[src/rtl/mdio_mgmt_pkg.sv]
// Package: shared field positions, selectors and request type for the
// PHY management master. Assumes a 32-bit host word and 16-bit PHY data.
package mdio_mgmt_pkg;
    localparam int HOST_DW       = 32;
    localparam int PHY_DW        = 16;
    localparam int FIELD_W       = 5;
    localparam int CMD_PHY_LSB   = 24;
    localparam int CMD_REG_LSB   = 16;
    localparam int CMD_OP_LSB    = 14;
    localparam int CMD_GO_BIT    = 11;
    localparam int CMD_READY_BIT = 7;
    localparam int CTL_W         = 7;
    localparam int CTL_EN_BIT    = 6;
    localparam int DIV_W         = 6;

    typedef enum logic [1:0] {
        SEL_CTL  = 2'd0,
        SEL_CMD  = 2'd1,
        SEL_WDAT = 2'd2,
        SEL_RDAT = 2'd3
    } host_sel_e;

    typedef enum logic [1:0] {
        OPC_RSV0  = 2'd0,
        OPC_WRITE = 2'd1,
        OPC_READ  = 2'd2,
        OPC_RSV3  = 2'd3
    } mgmt_op_e;

    typedef struct packed {
        logic                valid;
        mgmt_op_e            op;
        logic [FIELD_W-1:0]  phy;
        logic [FIELD_W-1:0]  regn;
        logic [PHY_DW-1:0]   data;
    } mgmt_req_t;
endpackage

[src/rtl/phy_regfile.sv]
// Module: emulated PHY management register file.
// Stores N_REGS words. reg1, reg5, reg17 and reg18 are computed at read
// time from link_up and the stored advertisement register (reg4).
// Assumes N_REGS > 18 so all fixed indices exist.
module phy_regfile
    import mdio_mgmt_pkg::*;
#(
    parameter int N_REGS = 32
) (
    input  logic                      clk,
    input  logic                      rst_n,
    input  logic                      link_up,
    input  logic                      wr_en,
    input  logic [$clog2(N_REGS)-1:0] regn,
    input  logic [PHY_DW-1:0]         wr_data,
    output logic [PHY_DW-1:0]         rd_data
);
    localparam int AW       = $clog2(N_REGS);
    localparam int IDX_STAT = 1;
    localparam int IDX_ADV  = 4;
    localparam int IDX_LPA  = 5;
    localparam int IDX_FIX  = 17;
    localparam int IDX_DIAG = 18;

    localparam logic [PHY_DW-1:0] STAT_LINK = 16'h782E;
    localparam logic [PHY_DW-1:0] LPA_BASE  = 16'h4001;
    localparam logic [PHY_DW-1:0] ADV_MASK  = 16'h01E0;
    localparam logic [PHY_DW-1:0] FIX_VAL   = 16'h8000;

    // Reset value of each stored entry.
    function automatic logic [PHY_DW-1:0] init_val(input int idx);
        case (idx)
            0:       return 16'h3100;
            2:       return 16'h0300;
            3:       return 16'hE400;
            4:       return 16'h01E1;
            default: return '0;
        endcase
    endfunction

    logic [PHY_DW-1:0] mem [N_REGS];
    logic [PHY_DW-1:0] adv;
    logic              spd_hi;
    logic              full_dup;

    genvar gi;
    generate
        for (gi = 0; gi < N_REGS; gi++) begin : g_entry
            localparam logic [PHY_DW-1:0] RV = init_val(gi);
            // Purpose: hold one stored PHY register.
            always_ff @(posedge clk) begin
                if (!rst_n)
                    mem[gi] <= RV;
                else if (wr_en && regn == AW'(gi))
                    mem[gi] <= wr_data;
            end
        end
    endgenerate

    assign adv      = mem[IDX_ADV];
    assign spd_hi   = adv[7] | adv[8];
    assign full_dup = adv[6] | adv[8];

    // Purpose: select stored or computed read value.
    always_comb begin
        case (regn)
            AW'(IDX_STAT): rd_data = link_up ? STAT_LINK : '0;
            AW'(IDX_LPA):  rd_data = LPA_BASE | (adv & ADV_MASK);
            AW'(IDX_FIX):  rd_data = FIX_VAL;
            AW'(IDX_DIAG): rd_data = link_up ? {4'b0, full_dup, spd_hi, 10'b0} : '0;
            default:       rd_data = mem[regn];
        endcase
    end
endmodule

[src/rtl/mgmt_host_regs.sv]
// Module: host-visible registers of the management master.
// Decodes command writes into a transaction request and flags invalid
// operations. A completing read has priority over a host write to the
// read-data register. Assumes one host access per cycle.
module mgmt_host_regs
    import mdio_mgmt_pkg::*;
(
    input  logic               clk,
    input  logic               rst_n,
    input  logic               wr_en,
    input  logic [1:0]         sel,
    input  logic [HOST_DW-1:0] wdata,
    output logic [HOST_DW-1:0] rdata,
    input  logic               res_load,
    input  logic [HOST_DW-1:0] res_value,
    output logic [CTL_W-1:0]   ctl_q,
    output mgmt_req_t          req,
    output logic               bad_op
);
    logic [HOST_DW-1:0] cmd_q;
    logic [HOST_DW-1:0] wdat_q;
    logic [HOST_DW-1:0] rdat_q;
    logic               go;
    mgmt_op_e           op;

    // Purpose: control, command and write-data register storage.
    always_ff @(posedge clk) begin
        if (!rst_n) begin
            ctl_q  <= '0;
            cmd_q  <= '0;
            wdat_q <= '0;
        end else if (wr_en) begin
            case (host_sel_e'(sel))
                SEL_CTL:  ctl_q  <= wdata[CTL_W-1:0];
                SEL_CMD:  cmd_q  <= wdata;
                SEL_WDAT: wdat_q <= wdata;
                default:  ;
            endcase
        end
    end

    // Purpose: read-data register, transaction result wins over host write.
    always_ff @(posedge clk) begin
        if (!rst_n)
            rdat_q <= '0;
        else if (res_load)
            rdat_q <= res_value;
        else if (wr_en && host_sel_e'(sel) == SEL_RDAT)
            rdat_q <= wdata;
    end

    assign go = wr_en && host_sel_e'(sel) == SEL_CMD && wdata[CMD_GO_BIT];
    assign op = mgmt_op_e'(wdata[CMD_OP_LSB +: 2]);

    // Purpose: build the transaction request from a command write.
    always_comb begin
        req.valid = go && (op == OPC_WRITE || op == OPC_READ);
        req.op    = op;
        req.phy   = wdata[CMD_PHY_LSB +: FIELD_W];
        req.regn  = wdata[CMD_REG_LSB +: FIELD_W];
        req.data  = wdat_q[PHY_DW-1:0];
        bad_op    = go && !(op == OPC_WRITE || op == OPC_READ);
    end

    // Purpose: host read-back mux.
    always_comb begin
        case (host_sel_e'(sel))
            SEL_CTL:  rdata = {{(HOST_DW-CTL_W){1'b0}}, ctl_q};
            SEL_CMD:  rdata = cmd_q | (HOST_DW'(1) << CMD_READY_BIT);
            SEL_WDAT: rdata = wdat_q;
            default:  rdata = rdat_q;
        endcase
    end
endmodule

[src/rtl/mgmt_xact_engine.sv]
// Module: one-stage transaction engine. Registers a request, then in the
// following cycle drives the PHY write or captures the PHY read. Addresses
// other than PHY_ADDR see an empty bus: reads give all ones, writes drop.
module mgmt_xact_engine
    import mdio_mgmt_pkg::*;
#(
    parameter int PHY_ADDR = 7
) (
    input  logic               clk,
    input  logic               rst_n,
    input  mgmt_req_t          req_in,
    input  logic               bad_op_in,
    input  logic [PHY_DW-1:0]  phy_rdata,
    output logic               phy_we,
    output logic [FIELD_W-1:0] phy_regn,
    output logic [PHY_DW-1:0]  phy_wdata,
    output logic [FIELD_W-1:0] exec_phy,
    output logic               res_load,
    output logic [HOST_DW-1:0] res_value,
    output logic               op_err
);
    localparam logic [FIELD_W-1:0] OWN_ADDR = FIELD_W'(PHY_ADDR);
    localparam logic [HOST_DW-1:0] EMPTY_RD = HOST_DW'(16'hFFFF);

    mgmt_req_t pend;
    logic      hit;

    // Purpose: hold the request for its execution cycle and the error pulse.
    always_ff @(posedge clk) begin
        if (!rst_n) begin
            pend   <= '0;
            op_err <= 1'b0;
        end else begin
            pend   <= req_in;
            op_err <= bad_op_in;
        end
    end

    assign hit       = pend.phy == OWN_ADDR;
    assign phy_we    = pend.valid && pend.op == OPC_WRITE && hit;
    assign phy_regn  = pend.regn;
    assign phy_wdata = pend.data;
    assign exec_phy  = pend.phy;
    assign res_load  = pend.valid && pend.op == OPC_READ;
    assign res_value = hit ? {{(HOST_DW-PHY_DW){1'b0}}, phy_rdata} : EMPTY_RD;
endmodule

[src/rtl/mdio_mgmt_master.sv]
// Module: top of the PHY management master with its emulated PHY.
// Host registers feed a one-stage engine that accesses the PHY model.
// Assumes a synchronous active-low reset and one host access per cycle.
module mdio_mgmt_master
    import mdio_mgmt_pkg::*;
#(
    parameter int PHY_ADDR = 7,
    parameter int N_REGS   = 32
) (
    input  logic        clk,
    input  logic        rst_n,
    input  logic        host_wr,
    input  logic [1:0]  host_sel,
    input  logic [31:0] host_wdata,
    output logic [31:0] host_rdata,
    input  logic        link_up,
    output logic        op_err,
    output logic        div_warn
);
    logic [CTL_W-1:0]   ctl_q;
    mgmt_req_t          req;
    logic               bad_op;
    logic               res_load;
    logic [HOST_DW-1:0] res_value;
    logic               phy_we;
    logic [FIELD_W-1:0] phy_regn;
    logic [PHY_DW-1:0]  phy_wdata;
    logic [PHY_DW-1:0]  phy_rdata;
    logic [FIELD_W-1:0] exec_phy;

    mgmt_host_regs u_regs (
        .clk(clk), .rst_n(rst_n), .wr_en(host_wr), .sel(host_sel),
        .wdata(host_wdata), .rdata(host_rdata), .res_load(res_load),
        .res_value(res_value), .ctl_q(ctl_q), .req(req), .bad_op(bad_op)
    );

    mgmt_xact_engine #(.PHY_ADDR(PHY_ADDR)) u_eng (
        .clk(clk), .rst_n(rst_n), .req_in(req), .bad_op_in(bad_op),
        .phy_rdata(phy_rdata), .phy_we(phy_we), .phy_regn(phy_regn),
        .phy_wdata(phy_wdata), .exec_phy(exec_phy), .res_load(res_load),
        .res_value(res_value), .op_err(op_err)
    );

    phy_regfile #(.N_REGS(N_REGS)) u_phy (
        .clk(clk), .rst_n(rst_n), .link_up(link_up), .wr_en(phy_we),
        .regn(phy_regn[$clog2(N_REGS)-1:0]), .wr_data(phy_wdata),
        .rd_data(phy_rdata)
    );

    assign div_warn = ctl_q[CTL_EN_BIT] && ctl_q[DIV_W-1:0] == '0;
endmodule

[config.mk]
export PLATFORM = sky130hd
export DESIGN_NAME = mdio_mgmt_master
export DESIGN_NICKNAME = d
export VERILOG_FILES = /design/src/rtl/mdio_mgmt_pkg.sv /design/src/rtl/phy_regfile.sv /design/src/rtl/mgmt_host_regs.sv /design/src/rtl/mgmt_xact_engine.sv /design/src/rtl/mdio_mgmt_master.sv
export SDC_FILE = /design/constraint.sdc
export NUM_CORES = 1
export LEC_CHECK = 0
export BUFFER_PORTS_ARGS = -buffer_cell sky130_fd_sc_hd__buf_4
export CORE_ASPECT_RATIO = 1.75
export CORE_MARGIN = 3
export CORE_UTILIZATION = 50
export CTS_CLUSTER_DIAMETER = 50
export DETAILED_ROUTE_END_ITERATION = 10
export GPL_TIMING_DRIVEN = 0
export PLACE_DENSITY = 0.76
export SLEW_MARGIN = 20
export SYNTH_ARGS = -nofsm -noshare
export SYNTH_HDL_FRONTEND = slang
export SYNTH_SLANG_ARGS = --single-unit
[constraint.sdc]
create_clock -name clk -period 3.1 [get_ports clk]
set_input_delay 0.31 -clock clk [delete_from_list [all_inputs] [get_ports clk]]
set_output_delay 0.31 -clock clk [all_outputs]
set_load 0.01 [all_outputs]
==> out/qor.csv <==
metric;value;unit
status;finished, violations left;
failing checks;negative setup slack;
GR Overflow Total;0;
largest net degree at the start of global routing;17;
DR pass1 iterations;5;
Top Family by Delay on Critical Path;buffers and inverters;
IR drop worst, VDD;445.7;µV
Logic pwr share;8.8;%
IO Count;72;
total internal power;13810;µW
final hold violations;0;
initial antenna violation count;3;
Critical Path AT;3.73;ns
predominant post-synthesis flop cell;edfxtp_1;
Top cell by count, worst path;a21oi_1;
pwr dens;540.0;mW/mm²
Max-Cap Viols;0;
Setup WS pre-CTS;-0.6174;ns
FFs w/ async S/R, synth;0;%
Starting Density;50.69;%
Syn Inst Count;2168;
share of cells above drive strength 1;18.99;%
Netlist cell types;66;
Max H-tree Level;2;
slowest stage cell, crit path;clkdlybuf4s15_1;
fmax;316.2;MHz
cells taking the most area after synthesis;edfxtp_1, and2_1, dfxtp_1;
global-route wire length before repair;144700;µm
Port Buffers;71;
Clock Skew;0.02070;ns
CP Capture Type;flip-flop;
critical-path cell list;nor2b_1 > buf_2 > clkdlybuf4s15_1 > a21oi_1 > a21oi_1 > a32o_1;
num rows;116;
CTS tree;done;
Worst-Margin Slew;1.268;ns
Final Routed Wirelength;101600;µm
Clock Pin Slew Worst Setup and Hold Paths;0.07;ns
total track usage;33.20;%
Num CTS Buffers;55;
switching part of the total;23.88;%
critical path type;flip-flop to flip-flop;
mean routed wirelength per cell;32.01;µm
Avg Inst Size Synth;13.40;µm²
P_sw;4332;µW
post-synthesis sequential area ratio;62.00;%
Final Net Count;2397;
die area;0.06116;mm²
CP max FO;10;
Root Driver;clkbuf_16;
Yosys top cell area share;52.91;%
P_leak;0.01204;µW
largest stage delay on the critical path;0.90;ns
DP Wirelength;74060;µm
HP Class;input port to flip-flop;
number of synthesized flops with an enable pin;512;
RePlAce Congestion;1.031;
Vias per Instance;6.313;
worst hold margin;0.09275;ns
post-route ant nets;0;
worst endpoint required time;3.66;ns
vias in the first global route;21220;
clk sink count;644;
syn nets;2206;
unrepaired setup endpoints after global routing;yes;
Flop pwr share;53.4;%
critical path launch point type;flip-flop;
Die Y;324.9;µm
Yosys warnings;0;
CORE AREA;0.05733;mm²
Bufs and invs on worst path;2;
DRC;0;
die width;188.2;µm
crit share post-route;102.0;%
Yosys reg bits;644;
final-report setup violation count;17;
Clk Latency, worst-skew pair;0.62;ns
max_slew headroom;15.45;%
clock power share;37.8;%
Final Critical Period;3.162;ns
final worst slack;-0.06216;ns
routed via count;20040;
Slew Limit Fails;0;
CTS max path bufs;3;
Synth Cell Area;0.02906;mm²
DR iter-0 viols;2206;
Syn-to-layout area delta;15.59;%
largest area contributor in the netlist;edfxtp_1;
Power, Total;18140;µW
## placed cells by master (no fill, tap or decap), types with 5 or more instances in the layout
master and instances:
and2_1 531, edfxtp_1 512, nand2_1 162, dfxtp_1 132, clkbuf_1 124, mux4_2 107, a21oi_1 92, buf_4 87
nor2_1 70, mux2i_1 57, clkbuf_16 56, buf_2 38, a22o_1 37, dlygate4sd3_1 32, mux2_2 27, o21ai_4 26
o21ai_0 24, a22oi_1 22, o221ai_1 17, buf_8 17, nor2_2 15, or3_1 14, buf_12 13, clkinv_1 11
clkinv_2 11, nor2b_1 10, clkbuf_2 9, nor3_1 9, buf_6 8, nand3_1 8, a211oi_1 8, a21o_1 8
mux4_1 8, o21ai_2 6, a32o_1 6, nor2_4 5
## per-layer routing
metal,part of all wire (%),global-route usage [%],vias to the layer above
met3,8.9,7.633,608
li1,-,-,8266
met1,29,31.63,9777
met2,49,56.85,1388
met5,0,1.202,-
met4,13,33.34,0
## metrics by stage
| step | instances | cell area, µm² | TNS (ns) | utilization, % |
|---|---|---|---|---|
| after floorplan | 2168 | 29060 | 0 | - |
| after global placement | 3006 | 30550 | -824.00 | 53.29 |
| after detailed placement | 3025 | 31130 | -127.30 | 54.29 |
| after CTS | 3172 | 33450 | -4.139 | 58.35 |
| after global routing | 3174 | 33590 | -0.09841 | 58.59 |
| final | 3174 | 33590 | -0.1894 | 58.59 |
## cells in the mapped netlist (all sizes together) (2+ instances only)
master	count
and3	3
or3	14
edfxtp	512
nor2b	11
a32o	6
a22oi	22
a41o	2
buf	68
nor4	2
nand2b	3
a21oi	93
inv	4
nand4bb	2
and3b	2
nand3	12
o21a	2
clkbuf	122
mux4	115
nand3b	3
mux2i	57
nand2	163
nor3	9
a221o	3
or4b	2
o22ai	2
nor4b	2
and2	531
a211oi	12
mux2	27
nand4	2
o21ai	59
nor2	90
a2111oi	3
a21o	8
dfxtp	132
a22o	37
o221ai	17
a311oi	3
## state kept, by name, indices dropped and copies added (netlist names)
name / count
u_regs.ctl_q: 7
u_eng.exec_phy: 5
u_eng.pend: 3
u_eng.phy_wdata: 16
u_eng.phy_regn: 5
u_regs.wdat_q: 32
u_regs.cmd_q: 31
u_phy.mem: 512
u_regs.rdat_q: 32
u_eng.op_err: 1
## timing repair
action / 4_1_cts / 5_1_grt
buffers inserted: 11 / 0
setup endpoints to repair: 433 / 162
hold endpoints to repair: 99 / 0
resized for setup: 21 / 32
hold buffers: 32 / 0
pin swaps: 8 / 0
## cell type report
type                       instances  area [µm²]
clock inverter                    31       237.7
inverter                           4       15.01
sequential                       644       18020
multi-input combinational       1330       10500
tap                              767       959.7
antenna                            1       2.502
buffer                           190       973.4
timing repair buffer             134        1383
clock buffer                      73        1505
fill                            4395       23740
## power by group through the flow
stage / Sequential, µW / Combinational [µW] / Clock, µW
finish: 9690 / 1590 / 6860
global route: 9700 / 1620 / 7160
CTS: 9680 / 1520 / 6850
detailed placement: 9870 / 1450 / 0
global placement: 9870 / 1350 / 0
floorplan: 9830 / 780 / 0
## path summary, 6_finish.rpt
| check | slack [ns] | start | cells past startpoint | to |
|---|---|---|---|---|
| setup / recovery | -0.06 | u_eng.phy_regn[2]$_SDFF_PN0_ | 6 | u_regs.rdat_q[14]$_SDFFE_PN0P_ |
| hold / removal | 0.09 | host_wr | 4 | u_regs.cmd_q[31]$_SDFFE_PN0N_ |
| setup reg to reg | -0.06 | u_eng.phy_regn[2]$_SDFF_PN0_ | 6 | u_regs.rdat_q[14]$_SDFFE_PN0P_ |
| hold reg to reg | 0.46 | u_regs.wdat_q[27]$_SDFFE_PN0P_ | 2 | u_regs.wdat_q[27]$_SDFFE_PN0P_ |
## tightest hold or removal path, delay by kind of cell
family	cells	cell delay [ns]
AND/OR/NAND/NOR	2	0.18
AO/OA/AOI/OAI	1	0.06
buffers and inverters	1	0.12
## cell families (layout without fill, tap and decap cells)
group	after synthesis	after routing	share of synthesized area, %
and+or+nand+nor	855	855	16.46
DFF	644	644	62.00
AOI/OAI and AO/OA	275	275	6.222
muxes	199	199	12.03
buffers and inverters	194	432	3.259
xor gates and xnor gates	1	1	0.03015
other	0	1	0
(Power assumes the default switching activity.)
